## src/rtl/stack_mon_irq_pkg.sv

```systemverilog
package stack_mon_irq_pkg;

    localparam int IRQ_W = 8;

    // Bit positions inside the enable and pending registers
    localparam int B_EOM    = 0;
    localparam int B_MERR   = 1;
    localparam int B_DMATCH = 2;
    localparam int B_CMATCH = 3;
    localparam int B_DROLL  = 4;
    localparam int B_CROLL  = 5;

    localparam logic [IRQ_W-1:0] USED_MASK = 8'h3F;

    typedef logic [IRQ_W-1:0] irq_vec_t;

    typedef struct packed {
        logic roll;
        logic match;
    } stk_evt_t;

    typedef struct packed {
        logic merr;
        logic eom;
    } msg_evt_t;

    function automatic irq_vec_t pack_events(stk_evt_t c, stk_evt_t d, msg_evt_t m);
        irq_vec_t v;
        v           = '0;
        v[B_CROLL]  = c.roll;
        v[B_CMATCH] = c.match;
        v[B_DROLL]  = d.roll;
        v[B_DMATCH] = d.match;
        v[B_MERR]   = m.merr;
        v[B_EOM]    = m.eom;
        return v;
    endfunction

endpackage

```

## src/rtl/smi_stack_ptr.sv

```systemverilog
module smi_stack_ptr
    import stack_mon_irq_pkg::*;
#(
    parameter int AW = 16
) (
    input  logic          clk,
    input  logic          rst,
    input  logic          adv,
    input  logic [AW-1:0] base,
    input  logic [AW-1:0] limit,
    input  logic [AW-1:0] mark,
    output logic [AW-1:0] ptr,
    output stk_evt_t      evt
);

    logic          at_end;
    logic [AW-1:0] nxt;

    always_comb begin
        at_end    = (ptr == limit);
        nxt       = at_end ? base : ptr + AW'(1);
        evt.roll  = adv && at_end;
        evt.match = adv && (nxt == mark);
    end

    always_ff @(posedge clk) begin
        if (rst)      ptr <= base;
        else if (adv) ptr <= nxt;
    end

    // wrap from limit back to base
    a_r1_wrap: assert property (@(posedge clk) disable iff (rst)
        (adv && ptr == limit) |=> (ptr == $past(base)));

    // ordinary step
    a_r1_step: assert property (@(posedge clk) disable iff (rst)
        (adv && ptr != limit) |=> (ptr == $past(ptr) + AW'(1)));

    // hold without an advance
    a_r1_idle: assert property (@(posedge clk) disable iff (rst)
        !adv |=> $stable(ptr));

    // a reported match leaves the pointer on the match address
    a_r4_match_lands: assert property (@(posedge clk) disable iff (rst)
        evt.match |=> (ptr == $past(mark)));

endmodule

```

## src/rtl/smi_msg_evt.sv

```systemverilog
module smi_msg_evt
    import stack_mon_irq_pkg::*;
(
    input  logic     done,
    input  logic     bcast,
    input  logic     me,
    output msg_evt_t evt
);

    always_comb begin
        evt.eom  = done;
        evt.merr = done && !bcast && me;
    end

endmodule

```

## src/rtl/smi_irq_bank.sv

```systemverilog
module smi_irq_bank
    import stack_mon_irq_pkg::*;
(
    input  logic     clk,
    input  logic     rst,
    input  irq_vec_t set_vec,
    input  logic     en_we,
    input  irq_vec_t en_wdata,
    input  logic     clr_we,
    input  irq_vec_t clr_wdata,
    output irq_vec_t enable,
    output irq_vec_t pending,
    output logic     irq
);

    irq_vec_t clr_mask;
    assign clr_mask = clr_we ? clr_wdata : '0;

    for (genvar i = 0; i < IRQ_W; i++) begin : g_bit
        if (USED_MASK[i]) begin : g_live
            always_ff @(posedge clk) begin
                if (rst) begin
                    enable[i]  <= 1'b0;
                    pending[i] <= 1'b0;
                end else begin
                    if (en_we) enable[i] <= en_wdata[i];
                    // a new event overrides a clear in the same cycle
                    pending[i] <= (pending[i] && !clr_mask[i]) ||
                                  (set_vec[i] && enable[i]);
                end
            end
        end else begin : g_rsvd
            assign enable[i]  = 1'b0;
            assign pending[i] = 1'b0;
        end
    end

    assign irq = |pending;

    // reserved positions never hold a 1
    a_r8_reserved_zero: assert property (@(posedge clk) disable iff (rst)
        ((pending | enable) & ~USED_MASK) == '0);

    // a disabled event does not latch
    a_r9_gated: assert property (@(posedge clk) disable iff (rst)
        1'b1 |=> (($past(set_vec & ~enable & ~pending) & pending) == '0));

    // an uncleared bit holds
    a_r10_hold: assert property (@(posedge clk) disable iff (rst)
        1'b1 |=> (($past(pending & ~clr_mask) & ~pending) == '0));

    // an enabled event always lands, even against a clear
    a_r12_event_wins: assert property (@(posedge clk) disable iff (rst)
        1'b1 |=> (($past(set_vec & enable) & ~pending) == '0));

    // line stays up while some pending bit survives the clear
    a_r11_irq_hold: assert property (@(posedge clk) disable iff (rst)
        (irq && (pending & ~clr_mask) != '0) |=> irq);

endmodule

```

## src/rtl/stack_mon_irq.sv

```systemverilog
module stack_mon_irq
    import stack_mon_irq_pkg::*;
#(
    parameter int AW = 16
) (
    input  logic          clk,
    input  logic          rst,
    input  logic          cmd_adv,
    input  logic [AW-1:0] cmd_base,
    input  logic [AW-1:0] cmd_limit,
    input  logic [AW-1:0] cmd_mark,
    output logic [AW-1:0] cmd_ptr,
    input  logic          dat_adv,
    input  logic [AW-1:0] dat_base,
    input  logic [AW-1:0] dat_limit,
    input  logic [AW-1:0] dat_mark,
    output logic [AW-1:0] dat_ptr,
    input  logic          msg_done,
    input  logic          msg_bcast,
    input  logic          msg_me,
    input  logic          en_we,
    input  logic [7:0]    en_wdata,
    input  logic          clr_we,
    input  logic [7:0]    clr_wdata,
    output logic [7:0]    irq_enable,
    output logic [7:0]    irq_pending,
    output logic          irq
);

    localparam int NSTK = 2;   // index 0: command, 1: data

    logic [NSTK-1:0]         adv_v;
    logic [NSTK-1:0][AW-1:0] base_v, limit_v, mark_v, ptr_v;
    stk_evt_t [NSTK-1:0]     sevt;
    msg_evt_t                mevt;
    irq_vec_t                set_vec;

    assign adv_v   = {dat_adv, cmd_adv};
    assign base_v  = {dat_base, cmd_base};
    assign limit_v = {dat_limit, cmd_limit};
    assign mark_v  = {dat_mark, cmd_mark};

    for (genvar s = 0; s < NSTK; s++) begin : g_stk
        smi_stack_ptr #(.AW(AW)) u_ptr (
            .clk   (clk),
            .rst   (rst),
            .adv   (adv_v[s]),
            .base  (base_v[s]),
            .limit (limit_v[s]),
            .mark  (mark_v[s]),
            .ptr   (ptr_v[s]),
            .evt   (sevt[s])
        );
    end

    assign cmd_ptr = ptr_v[0];
    assign dat_ptr = ptr_v[1];

    smi_msg_evt u_msg (
        .done  (msg_done),
        .bcast (msg_bcast),
        .me    (msg_me),
        .evt   (mevt)
    );

    assign set_vec = pack_events(sevt[0], sevt[1], mevt);

    smi_irq_bank u_bank (
        .clk       (clk),
        .rst       (rst),
        .set_vec   (set_vec),
        .en_we     (en_we),
        .en_wdata  (en_wdata),
        .clr_we    (clr_we),
        .clr_wdata (clr_wdata),
        .enable    (irq_enable),
        .pending   (irq_pending),
        .irq       (irq)
    );

    // a broadcast message never marks a message error
    a_r6_bcast_no_merr: assert property (@(posedge clk) disable iff (rst)
        (msg_done && msg_bcast && !irq_pending[B_MERR]) |=> !irq_pending[B_MERR]);

    // an enabled completion is always seen
    a_r7_eom_seen: assert property (@(posedge clk) disable iff (rst)
        (msg_done && irq_enable[B_EOM]) |=> irq_pending[B_EOM]);

endmodule

```

## config.mk

```make
export PLATFORM = sky130hd
export DESIGN_NAME = stack_mon_irq
export DESIGN_NICKNAME = d
export VERILOG_FILES = /design/src/rtl/stack_mon_irq_pkg.sv /design/src/rtl/smi_stack_ptr.sv /design/src/rtl/smi_msg_evt.sv /design/src/rtl/smi_irq_bank.sv /design/src/rtl/stack_mon_irq.sv
export SDC_FILE = /design/constraint.sdc
export NUM_CORES = 1
export LEC_CHECK = 0
export ABC_AREA = 1
export CAP_MARGIN = 20
export CORE_MARGIN = 3
export CORE_UTILIZATION = 41
export CTS_BUF_LIST = sky130_fd_sc_hd__clkbuf_16
export DETAILED_ROUTE_END_ITERATION = 12
export PLACE_DENSITY = 0.86
export SLEW_MARGIN = 20
export SYNTH_ARGS = -nofsm -noshare
export SYNTH_HDL_FRONTEND = slang
export SYNTH_SLANG_ARGS = --single-unit
```

## constraint.sdc

```tcl
create_clock -name clk -period 1.75 [get_ports clk]
set_clock_uncertainty 0.1 [all_clocks]
set_input_delay 0.2625 -clock clk [delete_from_list [all_inputs] [get_ports clk]]
set_output_delay 0.2625 -clock clk [all_outputs]
set_load 0.005 [all_outputs]
```

==> out/results.ini <==
[place]
place_area_mm2=0.00721
io_buffer_count=161
dp_hpwl_um=13100
globalplace.congestion=0.989

[timing]
tightest_slew_ps=519
slew_headroom=0.654
min_period_ps=2510
rsz0062_at_grt=yes
fin_crit_sh=1.43
whs_ps=379
fmax_mhz=399
layout_setup_ws_ps=-756
hold_viol_final=0
setup_tns_ps=-12240
report.final.slew_viol_count=0
setup_violations=38

[power]
ir_drop_uv=541
p_per_area_mw_per_mm2=551
leakagePower_nw=4.15
finalPower_w=0.00463

[critical_path]
crit_buf_inv=3
worstPathArrival_ps=2630
reg2regPathDepth=14
cp_slowest_cell=clkdlybuf4s50_1
worstSetupEndpointType=flop
required_ps=1880
timing.rr.end=u_bank.pending[2]
setup.worst_path.start_class=input port
path_cells=clkdlybuf4s50_1, nand2_1, inv_1, nor2_1, nor2_2, nand2_2, nor2_4, buf_12, nand3_1, nand3_1, nand2_1, nor2_2, nand2_1, nor2_1, nand3_1, a21oi_1
rrSetupSlack_ps=-750
cpLargestDelayFamily=simple AND/OR/NAND/NOR gates
r2r_start=g_stk[1].u_ptr.ptr[1]
path_class=input port to flop
critPathMaxStageDelay_ps=500
crit_path_max_fanout=6

[global_route]
grt_max_degree=27
grt_overflow=0
grt_pass1_wl_um=27600
antenna_found_initial=0
grt_pass1_vias=5921
gr-usage-all-layers=0.292

[synthesis]
synth.cell_area_mm2=0.00443
yosys-top-cells-count=nand2_1 (273), inv_1 (107), nor2_1 (90)
ys.flop_type=edfxtp_1
yosysMostFrequentCell=nand2_1
synth_cell_types=29
ys_warn_count=0
synth_top_area_frac=0.231
synth-edff-count=32
synth_area_leaders=nand2_1 (23%), edfxtp_1 (22%), inv_1 (9.1%)
synth_top_area_cell=nand2_1
async_reset_ff_frac=0
seq_area_frac_synth=0.271
syn_inst=756
ys_seq_elements=44
avgSynthCellArea_um2=5.86

[route]
firstDrtPassIters=5
first_iter_violations=653
routedWlPerCell_um=17.2
drc=0
vias=6565
ant_nets=0
drt-total-wl_um=20800
viasPerCell=5.43

[worst_hold_path]
hold_end=u_bank.pending[0]
hold_class=flop to flop
min_path_cells=2
min_from=u_bank.enable[0]

[die]
ios=170
start_util=0.425
die_h_um=110
fp.dieArea_mm2=0.0121
core_area_mm2=0.0104
die_w_um=110
rows=37

[finish]
fillers=626
syn_to_final_growth_pct=90.1
seq_area_mm2=0.00120
final_area_mm2=0.00842
drive_gt1_frac=0.281
multi_input_area_mm2=0.00329
diodes=0
nets=1196

[clock_tree]
h-tree-depth=2
clkSinkCount=44
ctsLongestPathBuffers=2
cts.reportedPaths.clkPinSlew_ps=70
insertion_delay_ps=290
cts_tree=done
root_buffer=clkbuf_16
cts_buffers=5

[run_status]
violations=setup timing
status=complete, but fails checks

[flow_run]
max-cap-violations=0

per-layer routing:
layer / GRT usage / share of wire / vias up
li1: - / - / 3032
met1: 0.378 / 0.37 / 2974
met2: 0.482 / 0.49 / 439
met3: 0.0517 / 0.090 / 120
met4: 0.111 / 0.053 / 0
met5: 0 / 0 / -
sequential cells by signal (all words and copies together) (netlist names):
register and count:
g_stk.u_ptr.ptr 32, u_bank.enable 6, u_bank.pending 6
kinds of logic after synthesis:
group,Yosys count,synth area share
xor gates and xnor gates,21,0.0415
other,1,0.000847
adders and majority gates,2,0.00565
and+or+nand+nor,487,0.470
AOI/OAI and AO/OA,59,0.0766
DFF,44,0.271
buffers and inverters,142,0.134
layout make-up:
class	instances	share of cell area
tap	136	0.0202
timing repair buffer	333	0.374
clock inverter	2	0.00178
clock buffer	6	0.0178
sequential	44	0.143
inverter	116	0.0532
multi-input combinational	573	0.391
through the flow:
step           std cells  setup WS (ps)   util
6_report            1210           -756  0.808
5_1_grt             1210           -936  0.808
4_1_cts             1192           -434  0.751
3_5_place_dp        1169           -743  0.692
3_3_place_gp        1169           -661  0.692
2_1_floorplan        759           -140      -
cell usage in the layout (no fill, tap or decap), types with 3 or more instances in the layout:
cell and instances:
inv_1 103, nand2_1 237, nor3_1 5, buf_6 25, nor2_4 8, nand4_1 8, o211ai_1 6, dlymetal6s2s_1 5
nand2_2 19, buf_12 7, dlygate4sd2_1 3, nand3_4 4, nand3_2 11, o21ai_4 3, o21ai_1 4, nand3b_1 20
buf_4 139, a31oi_4 7, o21ai_0 12, nor2_2 7, dfxtp_1 12, a21oi_1 4, inv_2 12, xor2_2 6
o21ai_2 8, clkbuf_16 9, conb_1 4, nand3_1 62, nand2_4 18, clkdlybuf4s50_1 150, edfxtp_1 32, a31oi_1 10
nor2_1 79, xor2_1 15, nor3_2 3, a31oi_2 3
worst min-delay path, stage by stage, from the launching register on:
cell and delay, ps:
dfxtp_1 320, nand2_1 60, a21oi_1 50
report_power, final:
| group | internal, W | switching (W) | leakage, nW |
|---|---|---|---|
| Sequential | 0.00123 | 0.000109 | 0.421 |
| Combinational | 0.00115 | 0.00105 | 3.65 |
| Clock | 0.000625 | 0.000475 | 0.0829 |
worst max-delay path by stage:
stage / from / end / slack, ps / depth (start not counted)
4_1_cts: g_stk[0].u_ptr.ptr[1] / u_bank.pending[3] / -430 / 12
3_3_place_gp: cmd_limit[15] / u_bank.pending[3] / -660 / 18
3_5_place_dp: dat_limit[0] / u_bank.pending[2] / -740 / 16
5_1_grt: g_stk[1].u_ptr.ptr[0] / u_bank.pending[2] / -940 / 16
2_1_floorplan: g_stk[0].u_ptr.ptr[0] / u_bank.pending[3] / -140 / 14
6_report: dat_limit[1] / u_bank.pending[2] / -760 / 16
timing repair:
action | in CTS | in global routing
gates cloned | 2 | 3
gates resized for setup | 88 | 98
pin swaps | 25 | 30
endpoints found under the setup margin | 38 | 41
hold buffers | 0 | 0
setup buffers | 13 | 19
Power figures use the tool's default switching activity.
